[config.mk]
export PLATFORM = sky130hd
export DESIGN_NAME = irq_hub
export DESIGN_NICKNAME = d
export VERILOG_FILES = /design/src/rtl/irq_hub_pkg.sv /design/src/rtl/irq_hub_group.sv /design/src/rtl/irq_hub_regif.sv /design/src/rtl/irq_hub_pin.sv /design/src/rtl/irq_hub.sv
export SDC_FILE = /design/constraint.sdc
export NUM_CORES = 1
export LEC_CHECK = 0
export BUFFER_PORTS_ARGS = -buffer_cell sky130_fd_sc_hd__buf_2
export CAP_MARGIN = 30
export CORE_ASPECT_RATIO = 0.75
export CORE_MARGIN = 4
export CORE_UTILIZATION = 59
export CTS_CLUSTER_SIZE = 30
export DETAILED_ROUTE_END_ITERATION = 16
export PLACE_DENSITY = 0.81
export SLEW_MARGIN = 30
export SYNTH_ARGS = -nofsm -noshare
export SYNTH_HDL_FRONTEND = slang
export SYNTH_SLANG_ARGS = --single-unit
[constraint.sdc]
create_clock -name clk -period 2.5 [get_ports clk]
set_clock_uncertainty 0.2 [all_clocks]
set_input_delay 0.25 -clock clk [delete_from_list [all_inputs] [get_ports clk]]
set_output_delay 0.25 -clock clk [all_outputs]
set_load 0.05 [all_outputs]
[src/rtl/irq_hub_pkg.sv]
package irq_hub_pkg;
    localparam int NCHAN      = 2;
    localparam int NGRP_CH    = 3;
    localparam int NEXTRA     = 3;                    // DMA, GPI low, GPI high
    localparam int NREG       = NCHAN * NGRP_CH + NEXTRA;
    localparam int AW         = 5;
    localparam int A_MODE     = 12;
    localparam int A_GSTAT_LO = 13;
    localparam int A_GSTAT_HI = 14;
    localparam int A_MASK     = 16;
    localparam int MODE_W     = 4;
    localparam int B_GBLOCK   = 0;
    localparam int B_VIS      = 1;
    localparam int B_OD       = 2;
    localparam int B_POL      = 3;
endpackage

[src/rtl/irq_hub_group.sv]
module irq_hub_group #(
    parameter int DW = 8
) (
    input  logic          clk,
    input  logic          rst_n,
    input  logic [DW-1:0] evt_i,
    input  logic          vis_i,
    input  logic          rd_clr_i,
    input  logic          mask_we_i,
    input  logic [DW-1:0] wdata_i,
    output logic [DW-1:0] status_o,
    output logic [DW-1:0] mask_o,
    output logic          pend_o
);
    logic [DW-1:0] st_q, mk_q, rec;

    always_comb rec = vis_i ? evt_i : (evt_i & ~mk_q);

    always_ff @(posedge clk) begin
        if (!rst_n) begin
            st_q <= '0;
            mk_q <= '1;
        end else begin
            st_q <= (rd_clr_i ? '0 : st_q) | rec;
            if (mask_we_i) mk_q <= wdata_i;
        end
    end

    assign status_o = st_q;
    assign mask_o   = mk_q;
    assign pend_o   = |(st_q & ~mk_q);

    // pending bits are not lost while the register is not read
    a_r2_sticky: assert property (@(posedge clk) disable iff (!rst_n)
        !rd_clr_i |=> ((status_o & $past(status_o)) == $past(status_o)));

    // with visibility off, a read-clear leaves no masked bit behind
    a_r2_masked_drop: assert property (@(posedge clk) disable iff (!rst_n)
        (!vis_i && rd_clr_i && !mask_we_i) |=> ((status_o & mask_o) == '0));

    // an event colliding with the read survives the clear
    a_r4_no_loss: assert property (@(posedge clk) disable iff (!rst_n)
        rd_clr_i |=> ((status_o & $past(evt_i & ~mask_o)) == $past(evt_i & ~mask_o)));
endmodule

[src/rtl/irq_hub_regif.sv]
module irq_hub_regif
    import irq_hub_pkg::*;
#(
    parameter int DW = 8
) (
    input  logic [AW-1:0]      addr_i,
    input  logic               wr_i,
    input  logic               rd_i,
    input  logic [NREG*DW-1:0] status_i,
    input  logic [NREG*DW-1:0] mask_i,
    input  logic [MODE_W-1:0]  mode_i,
    input  logic [2*DW-1:0]    gstat_i,
    output logic [NREG-1:0]    rd_clr_o,
    output logic [NREG-1:0]    mask_we_o,
    output logic               mode_we_o,
    output logic [DW-1:0]      rdata_o
);
    always_comb begin
        rd_clr_o  = '0;
        mask_we_o = '0;
        mode_we_o = 1'b0;
        rdata_o   = '0;
        for (int g = 0; g < NREG; g++) begin
            if (addr_i == AW'(g)) begin
                rdata_o     = status_i[g*DW +: DW];
                rd_clr_o[g] = rd_i;
            end
            if (addr_i == AW'(A_MASK + g)) begin
                rdata_o      = mask_i[g*DW +: DW];
                mask_we_o[g] = wr_i;
            end
        end
        if (addr_i == AW'(A_MODE)) begin
            rdata_o   = DW'(mode_i);
            mode_we_o = wr_i;
        end
        if (addr_i == AW'(A_GSTAT_LO)) rdata_o = gstat_i[DW-1:0];
        if (addr_i == AW'(A_GSTAT_HI)) rdata_o = gstat_i[2*DW-1:DW];
    end
endmodule

[src/rtl/irq_hub_pin.sv]
module irq_hub_pin (
    input  logic active_i,
    input  logic od_i,
    input  logic pol_i,
    output logic irq_o,
    output logic irq_oe_o
);
    always_comb begin
        irq_o    = active_i ? pol_i : ~pol_i;
        irq_oe_o = od_i ? active_i : 1'b1;
    end
endmodule

[src/rtl/irq_hub.sv]
module irq_hub
    import irq_hub_pkg::*;
#(
    parameter int DW = 8
) (
    input  logic               clk,
    input  logic               rst_n,
    input  logic [NREG*DW-1:0] evt_i,
    input  logic [AW-1:0]      addr_i,
    input  logic               wr_i,
    input  logic               rd_i,
    input  logic [DW-1:0]      wdata_i,
    output logic [DW-1:0]      rdata_o,
    output logic               irq_o,
    output logic               irq_oe_o
);
    localparam int PAD = 2 * DW - NREG;

    logic [NREG*DW-1:0] status, mask;
    logic [NREG-1:0]    pend, rd_clr, mask_we;
    logic [2*DW-1:0]    gstat;
    logic [MODE_W-1:0]  mode_q;
    logic               mode_we, active;

    generate
        for (genvar g = 0; g < NREG; g++) begin : g_grp
            irq_hub_group #(.DW(DW)) u_grp (
                .clk       (clk),
                .rst_n     (rst_n),
                .evt_i     (evt_i[g*DW +: DW]),
                .vis_i     (mode_q[B_VIS]),
                .rd_clr_i  (rd_clr[g]),
                .mask_we_i (mask_we[g]),
                .wdata_i   (wdata_i),
                .status_o  (status[g*DW +: DW]),
                .mask_o    (mask[g*DW +: DW]),
                .pend_o    (pend[g])
            );
        end
    endgenerate

    assign gstat  = {{PAD{1'b0}}, pend};
    assign active = ~mode_q[B_GBLOCK] & (|pend);

    always_ff @(posedge clk) begin
        if (!rst_n)       mode_q <= MODE_W'(1);
        else if (mode_we) mode_q <= wdata_i[MODE_W-1:0];
    end

    irq_hub_regif #(.DW(DW)) u_regif (
        .addr_i    (addr_i),
        .wr_i      (wr_i),
        .rd_i      (rd_i),
        .status_i  (status),
        .mask_i    (mask),
        .mode_i    (mode_q),
        .gstat_i   (gstat),
        .rd_clr_o  (rd_clr),
        .mask_we_o (mask_we),
        .mode_we_o (mode_we),
        .rdata_o   (rdata_o)
    );

    irq_hub_pin u_pin (
        .active_i (active),
        .od_i     (mode_q[B_OD]),
        .pol_i    (mode_q[B_POL]),
        .irq_o    (irq_o),
        .irq_oe_o (irq_oe_o)
    );

    // the global block keeps the pin at its inactive level
    a_r6_block_quiet: assert property (@(posedge clk) disable iff (!rst_n)
        mode_q[B_GBLOCK] |-> (irq_o == ~mode_q[B_POL]));

    // open-drain releases the pin whenever nothing is pending
    a_r7_od_release: assert property (@(posedge clk) disable iff (!rst_n)
        (mode_q[B_OD] && pend == '0) |-> !irq_oe_o);

    // push-pull always drives
    a_r7_pp_drive: assert property (@(posedge clk) disable iff (!rst_n)
        !mode_q[B_OD] |-> irq_oe_o);

    // reading the summary clears nothing
    a_r5_gstat_keep: assert property (@(posedge clk) disable iff (!rst_n)
        (rd_i && !wr_i && evt_i == '0 &&
         (addr_i == AW'(A_GSTAT_LO) || addr_i == AW'(A_GSTAT_HI)))
        |=> (gstat == $past(gstat)));
endmodule

==> results_dict.tcl, run 1 <==
set metrics [dict create \
    cap_viol_max_count 0 \
    pwr_cell_area_nw_per_um2 538.8 \
    postSynthNetCount 1059 \
    finalWorstSetupSlack_ps -418.9 \
    vias 8614 \
    dieWidth_microns 141.9 \
    hold_path.class "input pin to flip-flop" \
    synth_most_common_cell "sky130_fd_sc_hd__nand2_1" \
    total_negative_slack_ps -1024 \
    detailedPlace.worstSlack_ps -110.5 \
    timing.fmax_mhz 342.6 \
    clk_transition_reported_paths_ps 60 \
    global_route_wire_length_before_repair_microns 46000 \
    tritoncts_num_sinks 148 \
    finalSetupViolCount 5 \
    stdcell_area_sq_um 10880 \
    grt_max_degree 64 \
    floorplan.die.height_microns 108.4 \
    outcome "complete, but fails checks" \
    cts_buffers 17 \
    cp_slowest_stage_delay_ps 440 \
    worstSkewPairLatency_ps 420 \
    start_util 0.6069 \
    final_hold_viol_count 0 \
    drt.antenna.violating_nets 0 \
    synth_edf_count 0 \
    dr.pass1.iters 6 \
    nature_of_the_critical_path_endpoint "primary output" \
    yosysWarningCount 0 \
    criticalPathCategory "flip-flop to primary output" \
    maxSlewHeadroom 0.6298 \
    synth_seq_cells 148 \
    wirelength_microns 29320 \
    netlist_instances 970 \
    synthesis.area_per_instance_sq_um 8.173 \
    worst-path-max-fanout 2 \
    post_drt_via_cell_ratio 6.162 \
    detailed_place.area_sq_um 9324 \
    portBuffers 98 \
    tritoncts "built" \
    final_period_minus_worst_setup_slack_ps 2919 \
    cpLargestDelayFamily "compound AO/OA/AOI/OAI gates" \
    grt_setup_unrepaired "yes" \
    core.rowCount 36 \
    fin_cells 1398 \
    irDropWorstVdd_uv 599.3 \
    area_added_between_synthesis_and_finish_pct 37.18 \
    antennaDiodeCount 0 \
    synth_cell_type_count 64 \
    top_level_ports 99 \
    final.period_utilization 1.168 \
    placedCellCount 1294 \
    place_congestion 1.077 \
    syn_area_sq_um 7928 \
    asyncSetResetFlopFracSynth 0 \
    clk_path_buf_depth 2 \
    number_of_slew_limit_violations_in_the_final_report 0 \
    ratio_of_cells_with_drive_above_1_in_the_final_layout 0.2738 \
    num-fill-cells 802 \
    routedWlPerCell_microns 20.97 \
    detail_route.iter0.violations 1000 \
    ys_top_cells_by_area "sky130_fd_sc_hd__dfxtp_1 (37%), sky130_fd_sc_hd__nand2_1 (8.0%), sky130_fd_sc_hd__a21boi_0 (6.9%)" \
    final_nets 1303 \
    synthDominantAreaCellType "sky130_fd_sc_hd__dfxtp_1" \
    cts_root_buffer "sky130_fd_sc_hd__clkbuf_16" \
    cts-htree-levels 4 \
    fin_hold_ws_ps 72.50 \
    overflow 0 \
    setup.worst_path.start_class "flip-flop" \
    worst-slew-pin-transition_ps 555.3 \
    cp_cell_sequence "nor2b_4, a2111o_1, nor4_2, buf_4, and4_1, a41oi_2, xnor2_2, buf_6" \
    critical_path.slowest_cell "sky130_fd_sc_hd__a2111o_1" \
    critical_path_arrival_ps 2470 \
    grt_antenna_before_repair 0 \
    grt_pass1_vias 8522 \
    global_route.usage.total 0.3823 \
    failed_checks "negative setup slack" \
    synth.top_cells.by_count "sky130_fd_sc_hd__nand2_1 (170), sky130_fd_sc_hd__dfxtp_1 (148), sky130_fd_sc_hd__o21ai_0 (87), sky130_fd_sc_hd__inv_1 (78)" \
    drt_drc_violations_left 0 \
    detail_placement_hpwl_microns 19360 \
    p_leak_nw 4.678 \
    post-synth-top-area-fraction 0.3737 \
    seq_area_frac_synth 0.3737 \
    timing.critical_path.required_ps 2050 \
    critical_path_buf_inv_count 2 \
    floorplan.die_area_sq_um 15370 \
    coreArea_sq_um 13060 \
    main_synth_ff_type "sky130_fd_sc_hd__dfxtp_1" \
]
## timing repair
| action | CTS | global route |
|---|---|---|
| hold buffers | 73 | 0 |
| endpoints found under the hold margin | 73 | 0 |
| setup endpoints to repair | 10 | 10 |
| buffers inserted | 0 | 0 |
| gates resized for setup | 58 | 14 |
| pin swaps | 20 | 9 |
## state kept, by name, summed over array words and instances, names as in the netlist
name	cells
g_grp.u_grp.mask_o	72
g_grp.u_grp.status_o	72
mode_q	4
## cells in the final DEF, fill, tap and decap left out, types with 17 or more instances in the layout
master and count:
sky130_fd_sc_hd__buf_4 116, sky130_fd_sc_hd__o211ai_1 73, sky130_fd_sc_hd__a21boi_0 73, sky130_fd_sc_hd__a22oi_1 23, sky130_fd_sc_hd__dlygate4sd3_1 73, sky130_fd_sc_hd__nor2b_1 22, sky130_fd_sc_hd__nor2_1 18, sky130_fd_sc_hd__a21oi_1 21
sky130_fd_sc_hd__clkbuf_16 17, sky130_fd_sc_hd__nand2_1 169, sky130_fd_sc_hd__inv_1 76, sky130_fd_sc_hd__mux2i_1 30, sky130_fd_sc_hd__o21ai_0 85, sky130_fd_sc_hd__buf_2 86, sky130_fd_sc_hd__dfxtp_1 136
## worst register-to-register path, cell delays in order (launching register included)
cell and delay (ps):
sky130_fd_sc_hd__dfxtp_2 350, sky130_fd_sc_hd__buf_4 470, sky130_fd_sc_hd__o21ai_0 190, sky130_fd_sc_hd__a21boi_0 210
## metal layers
metal,share of wire,wire length (microns),track usage,vias up
met5,0,0,0,-
met4,0.035,1029,0.1199,0
met3,0.13,3789,0.1388,100
met2,0.44,12920,0.5984,557
met1,0.40,11590,0.4956,4026
li1,-,-,-,3931
## layout make-up
| cell class | instances | area, sq um | share of cell area |
|---|---|---|---|
| repair buffers | 295 | 2305 | 0.2119 |
| well taps | 171 | 214.0 | 0.01967 |
| clock inverters | 15 | 168.9 | 0.01553 |
| inverters | 79 | 296.5 | 0.02727 |
| clock buffers | 17 | 425.4 | 0.03912 |
| flip-flops and latches | 148 | 2978 | 0.2738 |
| multi-input cells | 673 | 4488 | 0.4127 |
## final timing paths
kind	start	end	slack [ps]	cells past startpoint
worst max-delay path	g_grp[2].u_grp.status_o[3]	irq_o	-420	8
worst min-delay path	wdata_i[0]	g_grp[3].u_grp.mask_o[0]	70	3
worst max register to register	mode_q[1]	g_grp[0].u_grp.status_o[4]	1010	3
worst min register to register	g_grp[3].u_grp.status_o[1]	g_grp[3].u_grp.status_o[1]	270	2
## cells by family after synthesis
family	share of synthesized area
buf+inv	0.08191
compound gates	0.2906
simple gates	0.1779
mux	0.07481
xor+xnor	0.001105
flops	0.3737
## per-stage QoR
stage,total power [mW],util
after floorplan,2.853,-
after global placement,3.131,0.7138
after detailed placement,3.135,0.7138
after CTS,5.796,0.8295
after global routing,5.999,0.8326
final,5.860,0.8326
## power breakdown
part / total [mW] / switching [mW] / internal, mW
registers: 2.41 / 0.0208 / 2.39
logic: 0.842 / 0.458 / 0.383
clock network: 2.61 / 1.11 / 1.50
No activity file was read; power rests on OpenSTA's default activity.
==> inputs of run 2 (changes only) <==
- BUFFER_PORTS_ARGS: -buffer_cell sky130_fd_sc_hd__buf_2 -> -buffer_cell sky130_fd_sc_hd__clkbuf_2
==> run 2 against run 1 <==
The run still ends with negative setup slack left; sequential share of layout area up 0.47 points; register-to-register slack worse by 90 ps; clock power fell by 5%; critical path type unchanged; largest cell class unchanged; highest routed layer unchanged.
==> results_dict.tcl, run 2 (synthesized netlist as in run 1, its figures left out) <==
set metrics [dict create \
    timing.fmax_mhz 347.4 \
    timing.critical_path.required_ps 2050 \
    overflow 0 \
    global_route_wire_length_before_repair_microns 45430 \
    tritoncts "built" \
    hp-start "rst_n" \
    worst_setup_path_endpoint "irq_o" \
    total_negative_slack_ps -980.8 \
    irDropWorstVdd_uv 546.7 \
    worst-slew-pin-transition_ps 586.5 \
    wirelength_microns 29690 \
    number_of_slew_limit_violations_in_the_final_report 0 \
    cts-htree-levels 4 \
    final_nets 1269 \
    pwr_cell_area_nw_per_um2 537.6 \
    ratio_of_cells_with_drive_above_1_in_the_final_layout 0.2529 \
    vias 8533 \
    grt_max_degree 67 \
    drt.antenna.violating_nets 0 \
    layout_commonest_cell "sky130_fd_sc_hd__nand2_1" \
    clk_path_buf_depth 2 \
    final_hold_viol_count 0 \
    ff2ff_setup_slack_ps 920 \
    global_route.usage.total 0.3860 \
    cts_buffers 17 \
    maxSlewHeadroom 0.6077 \
    critical_path_arrival_ps 2430 \
    antennaDiodeCount 0 \
    place_congestion 1.027 \
    criticalPathCategory "flip-flop to primary output" \
    dieWidth_microns 141.9 \
    grt_setup_unrepaired "yes" \
    cap_viol_max_count 0 \
    finalSetupViolCount 8 \
    detail_placement_hpwl_microns 19410 \
    worst-path-max-fanout 2 \
    finalWorstSetupSlack_ps -378.7 \
    num-fill-cells 833 \
    coreArea_sq_um 13060 \
    floorplan.die.height_microns 108.4 \
    detail_route.iter0.violations 1081 \
    start_util 0.6069 \
    grt_pass1_vias 8278 \
    floorplan.die_area_sq_um 15370 \
    portBuffers 98 \
    top_level_ports 99 \
    worst_reg2reg_endpoint "g_grp[5].u_grp.status_o[5]" \
    detailedPlace.worstSlack_ps -85.95 \
    hold_path.class "input pin to flip-flop" \
    final.period_utilization 1.151 \
    tritoncts_num_sinks 148 \
    drt_drc_violations_left 0 \
    final_period_minus_worst_setup_slack_ps 2879 \
    setup.worst_path.start_class "flip-flop" \
    nature_of_the_critical_path_endpoint "primary output" \
    dr.pass1.iters 8 \
    routedWlPerCell_microns 21.81 \
    area_added_between_synthesis_and_finish_pct 35.05 \
    combined_area_of_the_multi_input_logic_cells_sq_um 4514 \
    core.rowCount 36 \
    outcome "complete, but fails checks" \
    area.sequential_sq_um 2982 \
    crit-reg2reg-launch "mode_q[1]" \
    worstSkewPairLatency_ps 430 \
    most-common-layout-cells "sky130_fd_sc_hd__nand2_1 (170), sky130_fd_sc_hd__dfxtp_1 (133), sky130_fd_sc_hd__o21ai_0 (86), sky130_fd_sc_hd__clkbuf_2 (86), sky130_fd_sc_hd__buf_4 (79)" \
    crit_path_start "g_grp[2].u_grp.status_o[6]" \
    cts_root_buffer "sky130_fd_sc_hd__clkbuf_16" \
    failed_checks "negative setup slack" \
    fin_hold_ws_ps 32.40 \
    total_power_mw 5.756 \
    ff2ff_path_depth 3 \
    grt_antenna_before_repair 0 \
    post_drt_via_cell_ratio 6.270 \
    p_leak_nw 4.537 \
    clk_transition_reported_paths_ps 60 \
]
==> run 2: cell type report <==
type / instances / area share
clock buffer: 23 / 0.04371
clock inverter: 6 / 0.007479
inverter: 79 / 0.02770
multi-input combinational: 673 / 0.4216
sequential: 148 / 0.2785
tap: 171 / 0.01998
timing repair buffer: 261 / 0.2010
==> run 2: stage by stage <==
| stage | util | area, sq um | std cells |
|---|---|---|---|
| after global placement | 0.7052 | 9211 | 1260 |
| after floorplan | - | 7968 | 970 |
| after CTS | 0.8107 | 10590 | 1359 |
| after global routing | 0.8196 | 10710 | 1361 |
| final | 0.8196 | 10710 | 1361 |
| after detailed placement | 0.7052 | 9211 | 1260 |
==> run 2: worst min path at each step <==
stage	end	slack [ps]	depth (start not counted)
6_report	g_grp[5].u_grp.mask_o[2]	30	2
5_1_grt	g_grp[5].u_grp.mask_o[2]	40	2
4_1_cts	g_grp[2].u_grp.status_o[7]	6	3
3_5_place_dp	g_grp[3].u_grp.status_o[0]	270	2
3_3_place_gp	g_grp[3].u_grp.status_o[0]	250	2
2_1_floorplan	g_grp[0].u_grp.status_o[0]	210	2
==> run 2: worst max-delay path, cell delays in order, from the launching register on <==
cell and delay [ps]:
sky130_fd_sc_hd__dfxtp_2 320, sky130_fd_sc_hd__nor2b_4 110, sky130_fd_sc_hd__a2111o_1 410, sky130_fd_sc_hd__nor4_2 230
sky130_fd_sc_hd__buf_4 160, sky130_fd_sc_hd__and4_4 230, sky130_fd_sc_hd__a41oi_4 150, sky130_fd_sc_hd__xnor2_2 230
sky130_fd_sc_hd__buf_12 160
==> run 2: timing repair <==
| item | 4_1_cts | 5_1_grt |
|---|---|---|
| pin swaps | 15 | 16 |
| hold endpoints to repair | 71 | 1 |
| gates resized for setup | 35 | 31 |
| buffers inserted | 0 | 2 |
| endpoints found under the setup margin | 10 | 10 |
| hold buffers | 71 | 1 |
==> run 2: report_power, final <==
group	internal [mW]	switching, mW	total [mW]
logic	0.402	0.464	0.866
clock network	1.50	0.980	2.48
registers	2.39	0.0228	2.41
total	4.29	1.47	5.76
==> run 2: routing by layer <==
| metal | share of wire | routed length, microns | global-route usage |
|---|---|---|---|
| met1 | 0.40 | 11780 | 0.4923 |
| met2 | 0.44 | 13160 | 0.6039 |
| met3 | 0.12 | 3563 | 0.1344 |
| met4 | 0.040 | 1188 | 0.1493 |
| met5 | 0 | 0 | 0 |
